<file path="src/rtl/irq_redir_pkg.sv">
package irq_redir_pkg;
  typedef enum logic [1:0] {
    HINT_MIN  = 2'b00,
    HINT_NORM = 2'b01,
    HINT_MAX  = 2'b10
  } hint_e;

  function automatic logic [1:0] hint_clamp(input logic [1:0] v);
    return (v == 2'b11) ? 2'(HINT_MAX) : v;
  endfunction
endpackage

</file>
<file path="src/rtl/irq_hint_regs.sv">
module irq_hint_regs #(
  parameter int NUM_CPUS = 8,
  localparam int CW = $clog2(NUM_CPUS)
) (
  input  logic          clk_i,
  input  logic          rst_ni,
  input  logic          we_i,
  input  logic [CW-1:0] cpu_i,
  input  logic [1:0]    val_i,
  output logic [1:0]    hint_o [NUM_CPUS]
);
  import irq_redir_pkg::*;

  for (genvar c = 0; c < NUM_CPUS; c++) begin : g_cpu
    always_ff @(posedge clk_i or negedge rst_ni) begin
      if (!rst_ni)                          hint_o[c] <= 2'(HINT_MIN);
      else if (we_i && cpu_i == CW'(c))     hint_o[c] <= hint_clamp(val_i);
    end

    assert_reserved_is_max_R5: assert property (@(posedge clk_i) disable iff (!rst_ni)
      (we_i && cpu_i == CW'(c) && val_i == 2'b11) |=> hint_o[c] == 2'(HINT_MAX));
    assert_untouched_stable_R5: assert property (@(posedge clk_i) disable iff (!rst_ni)
      !(we_i && cpu_i == CW'(c)) |=> $stable(hint_o[c]));
  end
endmodule

</file>
<file path="src/rtl/irq_route_table.sv">
module irq_route_table #(
  parameter int NUM_CPUS      = 8,
  parameter int NUM_SRCS      = 16,
  parameter bit REDIR_SUPPORT = 1'b1,
  localparam int SW = $clog2(NUM_SRCS)
) (
  input  logic                clk_i,
  input  logic                rst_ni,
  input  logic                we_i,
  input  logic [SW-1:0]       src_i,
  input  logic [NUM_CPUS-1:0] mask_i,
  input  logic                redir_i,
  input  logic [SW-1:0]       rd_src_i,
  output logic [NUM_CPUS-1:0] rd_mask_o,
  output logic                rd_redir_o
);
  logic [NUM_CPUS-1:0] mask_q  [NUM_SRCS];
  logic                redir_q [NUM_SRCS];

  for (genvar s = 0; s < NUM_SRCS; s++) begin : g_src
    localparam logic [NUM_CPUS-1:0] RST_MASK =
      REDIR_SUPPORT ? NUM_CPUS'(1) : (NUM_CPUS'(1) << (s % NUM_CPUS));
    always_ff @(posedge clk_i or negedge rst_ni) begin
      if (!rst_ni) begin
        mask_q[s]  <= RST_MASK;
        redir_q[s] <= REDIR_SUPPORT;
      end else if (we_i && src_i == SW'(s)) begin
        mask_q[s]  <= mask_i;
        redir_q[s] <= REDIR_SUPPORT ? redir_i : 1'b0;
      end
    end
  end

  assign rd_mask_o  = mask_q[rd_src_i];
  assign rd_redir_o = redir_q[rd_src_i];
endmodule

</file>
<file path="src/rtl/irq_target_sel.sv">
module irq_target_sel #(
  parameter int NUM_CPUS = 8,
  localparam int CW = $clog2(NUM_CPUS)
) (
  input  logic [NUM_CPUS-1:0] mask_i,
  input  logic                redir_i,
  input  logic [1:0]          hint_i [NUM_CPUS],
  output logic [CW-1:0]       sel_o
);
  logic [CW-1:0] dflt, best;
  logic          found;
  int            j;

  always_comb begin
    dflt  = '0;
    found = 1'b0;
    for (int i = 0; i < NUM_CPUS; i++) begin
      if (!found && mask_i[i]) begin
        dflt  = CW'(i);
        found = 1'b1;
      end
    end
    // circular walk from the default CPU; strict compare keeps the earliest tie
    best = dflt;
    j    = 0;
    for (int k = 1; k < NUM_CPUS; k++) begin
      j = int'(dflt) + k;
      if (j >= NUM_CPUS) j = j - NUM_CPUS;
      if (hint_i[j] < hint_i[best]) best = CW'(j);
    end
    sel_o = redir_i ? best : dflt;
  end
endmodule

</file>
<file path="src/rtl/irq_redir_router.sv">
module irq_redir_router #(
  parameter int NUM_CPUS      = 8,
  parameter int NUM_SRCS      = 16,
  parameter bit REDIR_SUPPORT = 1'b1,
  localparam int CW = $clog2(NUM_CPUS),
  localparam int SW = $clog2(NUM_SRCS)
) (
  input  logic                clk_i,
  input  logic                rst_ni,
  input  logic                hint_we_i,
  input  logic [CW-1:0]       hint_cpu_i,
  input  logic [1:0]          hint_val_i,
  input  logic                entry_we_i,
  input  logic [SW-1:0]       entry_src_i,
  input  logic [NUM_CPUS-1:0] entry_mask_i,
  input  logic                entry_redir_i,
  input  logic                req_valid_i,
  input  logic [SW-1:0]       req_src_i,
  output logic [NUM_CPUS-1:0] dest_o,
  output logic                deliver_o
);
  logic                req_vld_q;
  logic [SW-1:0]       req_src_q;
  logic [1:0]          hint_q [NUM_CPUS];
  logic [NUM_CPUS-1:0] rd_mask;
  logic                rd_redir;
  logic [CW-1:0]       sel;

  irq_hint_regs #(.NUM_CPUS(NUM_CPUS)) u_hint (
    .clk_i, .rst_ni,
    .we_i(hint_we_i), .cpu_i(hint_cpu_i), .val_i(hint_val_i),
    .hint_o(hint_q)
  );

  irq_route_table #(.NUM_CPUS(NUM_CPUS), .NUM_SRCS(NUM_SRCS), .REDIR_SUPPORT(REDIR_SUPPORT)) u_tbl (
    .clk_i, .rst_ni,
    .we_i(entry_we_i), .src_i(entry_src_i), .mask_i(entry_mask_i), .redir_i(entry_redir_i),
    .rd_src_i(req_src_q), .rd_mask_o(rd_mask), .rd_redir_o(rd_redir)
  );

  irq_target_sel #(.NUM_CPUS(NUM_CPUS)) u_sel (
    .mask_i(rd_mask), .redir_i(rd_redir), .hint_i(hint_q), .sel_o(sel)
  );

  always_ff @(posedge clk_i or negedge rst_ni) begin
    if (!rst_ni) begin
      req_vld_q <= 1'b0;
      req_src_q <= '0;
      deliver_o <= 1'b0;
      dest_o    <= '0;
    end else begin
      req_vld_q <= req_valid_i;
      req_src_q <= req_src_i;
      deliver_o <= req_vld_q;
      dest_o    <= req_vld_q ? (NUM_CPUS'(1) << sel) : '0;
    end
  end

  assert_dest_onehot_R1: assert property (@(posedge clk_i) disable iff (!rst_ni)
    deliver_o |-> $countones(dest_o) == 1);
  assert_idle_zero_R1: assert property (@(posedge clk_i) disable iff (!rst_ni)
    !deliver_o |-> dest_o == '0);
  assert_fixed_in_mask_R2: assert property (@(posedge clk_i) disable iff (!rst_ni)
    (req_vld_q && !rd_redir && rd_mask != '0) |=> (dest_o & $past(rd_mask)) == dest_o);
  assert_zero_mask_cpu0_R3: assert property (@(posedge clk_i) disable iff (!rst_ni)
    (req_vld_q && !rd_redir && rd_mask == '0) |=> dest_o[0]);
  assert_latency_R8: assert property (@(posedge clk_i) disable iff (!rst_ni)
    req_valid_i |-> ##2 deliver_o);

  for (genvar c = 0; c < NUM_CPUS; c++) begin : g_min_chk
    for (genvar o = 0; o < NUM_CPUS; o++) begin : g_other
      assert_picks_minimum_R4: assert property (@(posedge clk_i) disable iff (!rst_ni)
        (req_vld_q && rd_redir) |=> !(dest_o[c] && ($past(hint_q[o]) < $past(hint_q[c]))));
    end
  end
endmodule

</file>
<file path="config.mk">
export PLATFORM = sky130hd
export DESIGN_NAME = irq_redir_router
export DESIGN_NICKNAME = d
export VERILOG_FILES = /design/src/rtl/irq_redir_pkg.sv /design/src/rtl/irq_hint_regs.sv /design/src/rtl/irq_route_table.sv /design/src/rtl/irq_target_sel.sv /design/src/rtl/irq_redir_router.sv
export SDC_FILE = /design/constraint.sdc
export NUM_CORES = 1
export LEC_CHECK = 0
export BUFFER_PORTS_ARGS = -buffer_cell sky130_fd_sc_hd__buf_4
export CORE_MARGIN = 2
export CORE_UTILIZATION = 45
export DETAILED_ROUTE_END_ITERATION = 10
export GPL_ROUTABILITY_DRIVEN = 0
export PLACE_DENSITY = 0.6
export SLEW_MARGIN = 20
export SYNTH_ARGS = -nofsm -noshare
export SYNTH_HDL_FRONTEND = slang
export SYNTH_SLANG_ARGS = --single-unit
</file>
<file path="constraint.sdc">
create_clock -name clk_i -period 14.9 [get_ports clk_i]
set_input_delay 0.745 -clock clk_i [delete_from_list [all_inputs] [get_ports clk_i]]
set_output_delay 0.745 -clock clk_i [all_outputs]
set_load 0.02 [all_outputs]
</file>
==> flow_metrics.env <==
export IMPL_synth_top_area_cell="dfrtp_1"
export IMPL_hpwl_mm=20.5
export IMPL_fmax_mhz=69.4
export IMPL_start_util_pct=45.5
export IMPL_grt_use_total_pct=24.1
export IMPL_io_pins=36
export IMPL_wl_met1_mm=13.9
export IMPL_vias_per_cell=6.11
export IMPL_synthArstFlopShare_pct=100
export IMPL_vias=8538
export IMPL_fin_crit_ps=14410
export IMPL_numPortBuffers=35
export IMPL_setup_viol_count_final=0
export IMPL_drt_pass1_iter_count=5
export IMPL_worst_setup_path_type="reg2reg"
export IMPL_clock_sinks=174
export IMPL_drive_gt1_share_pct=47.6
export IMPL_clockBufferDepth=2
export IMPL_synth_area_leaders="dfrtp_1, mux2_2, mux4_2"
export IMPL_synth_seq_cells=174
export IMPL_fin_crit_sh_pct=96.7
export IMPL_grt_pass1_vias=8324
export IMPL_cts_buffers=17
export IMPL_path_buf_inv=5
export IMPL_cp_slowest_cell="or4b_2"
export IMPL_tritoncts="yes"
export IMPL_drt_iter0_drc=689
export IMPL_die_w_um=160
export IMPL_cts_root_buf="clkbuf_16"
export IMPL_finalHoldViolCount=0
export IMPL_die_height_um=160
export IMPL_cp_data_required_time_ps=15250
export IMPL_clk_pin_slew_ps=80
export IMPL_ant_nets=0
export IMPL_dr_wl_met3_mm=1.38
export IMPL_post_route_util_pct=54.7
export IMPL_crit_path_max_fanout=11
export IMPL_drcViolationCount=0
export IMPL_hold_class="in2async"
export IMPL_slew_headroom_pct=24.1
export IMPL_nets=1097
export IMPL_antenna_cells=0
export IMPL_rows=57
export IMPL_grt_pass1_wl_mm=48.1
export IMPL_antenna_found_initial=0
export IMPL_finalWirelength_mm=30.9
export IMPL_finalMaxSlewViolations=0
export IMPL_synth_distinct_cells=93
export IMPL_area_delta_synth_final_pct=20.2
export IMPL_htree_levels=4
export IMPL_overflow=0
export IMPL_routedWlPerCell_um=22.1
export IMPL_ys_warn_count=0
export IMPL_worstMarginPinSlew_ps=1130
export IMPL_skew_ps=12.5
export IMPL_critical_path_top_delay_family="compound AO/OA/AOI/OAI gates"
export IMPL_critical_path_arrival_ps=14750
export IMPL_core_mm2=0.0242
export IMPL_synth_avg_cell_area_um2=11.2
export IMPL_syn_nets=1020
export IMPL_synth_edf_count=0
export IMPL_synth_area_mm2=0.0110
export IMPL_final_cell_mix="mux2_2, dfrtp_1, buf_4"
export IMPL_holdBufCountCts=0
export IMPL_seq_area_frac_synth_pct=39.9
export IMPL_wl_met2_mm=14.8
export IMPL_insertion_delay_ps=440
export IMPL_grt_max_degree=99
export IMPL_die_area_mm2=0.0257
export IMPL_synth_top_area_share_pct=32.3
export IMPL_layout_commonest_cell="mux2_2"
export IMPL_startpoint_type="flop"
export IMPL_cpPeakStageDelay_ps=680
export IMPL_crit_path_end_kind="flop"
export IMPL_routed_top_layer="met4"
export IMPL_synth_ff_type="dfrtp_1"
export IMPL_outcome="completed"
export IMPL_synthCells=984
export IMPL_maxCapViolCount=0
==> timing repair <==
| action | 4_1_cts | 5_1_grt |
|---|---|---|
| gates resized for setup | 8 | 103 |
| cloned | 0 | 2 |
| pin swaps | 2 | 57 |
| endpoints found under the setup margin | 8 | 8 |
| setup buffers | 4 | 35 |
==> cell type report <==
type                            count  area (µm²)
Clock buffer                       17         425
Clock inverter                     15         190
Fill cell                        2046       11000
Inverter                           19        76.3
Multi-Input combinational cell    728        6710
Sequential cell                   174        4400
Tap cell                          324         405
Timing Repair Buffer              121        1010
==> registers in the layout, summed over array words and instances (netlist names) <==
name	cells
u_hint.hint_o	16
req_src_q	4
u_tbl.mask_q	128
dest_o	8
deliver_o	1
req_vld_q	1
u_tbl.redir_q	16
==> logic make-up (layout without fill, tap and decap cells) <==
kind of cell               Yosys count  in the layout  share of synthesized area, %
muxes                              259            259                          30.1
buffers and inverters               82            172                          3.45
and+or+nand+nor                    263            263                          12.2
adders and majority gates            9              9                          1.02
DFF                                174            174                          39.9
xor gates and xnor gates             3              3                         0.239
AOI/OAI and AO/OA                  194            194                          13.1
==> final timing paths <==
check                                               endpoint                    from  slack [ps]  depth (start not counted)
worst min register to register           deliver_o$_DFF_PN0_     req_vld_q$_DFF_PN0_         410                          0
min in group clk_i                    req_src_q[2]$_DFF_PN0_            req_src_i[2]         410                          1
worst min-delay path            u_tbl.mask_q[34]$_DFFE_PN0P_                  rst_ni         400                          1
worst max-delay path                     dest_o[1]$_DFF_PN0_  req_src_q[0]$_DFF_PN0_         490                         68
worst max register to register           dest_o[1]$_DFF_PN0_  req_src_q[0]$_DFF_PN0_         490                         68
max in group asynchronous                dest_o[1]$_DFF_PN0_                  rst_ni       12980                          2
==> cells in the mapped netlist (4+ instances only) <==
cell type and instances:
a221oi_1 4, o211ai_1 11, o21a_1 5, or3_1 5, a211oi_1 21, and3_1 6, a22oi_1 4, dfrtp_1 142
o22ai_1 4, mux2i_1 50, dfstp_2 32, mux2_2 167, nand2b_1 10, nand3_1 23, nor3_1 17, o31ai_1 4
nand4_1 4, nor2b_1 9, buf_1 5, nor2_1 68, mux4_2 40, clkbuf_1 39, ha_1 9, buf_2 14
nand2_1 78, o2111ai_1 5, a21oi_1 43, a31oi_1 9, inv_1 17, o21ai_1 4, o21ai_0 26, and2_1 12
nor3b_1 4, a211o_1 4
==> routing by layer <==
metal  up-vias  global-route usage (%)
met5         -                       0
met4         0                    8.64
met3        67                    3.74
met2       254                    39.1
met1      4337                    33.0
li1       3880                       -
==> through the flow <==
step | cell area [µm²] | setup WS [ps] | hold slack, ps | TNS, ps | instances
global placement | 11800 | 15.1 | 395 | 0 | 1325
floorplan | 11100 | 17.0 | 364 | 0 | 984
CTS | 12500 | 5.88 | 390 | 0 | 1361
global route | 13200 | -133 | 390 | -960 | 1398
finish | 13200 | 494 | 402 | 0 | 1398
detailed placement | 11800 | -212 | 401 | -1270 | 1325
Power is left out: the tool's default activity adds up to more than one toggle a clock period on the data nets, which glitch-free logic cannot reach.
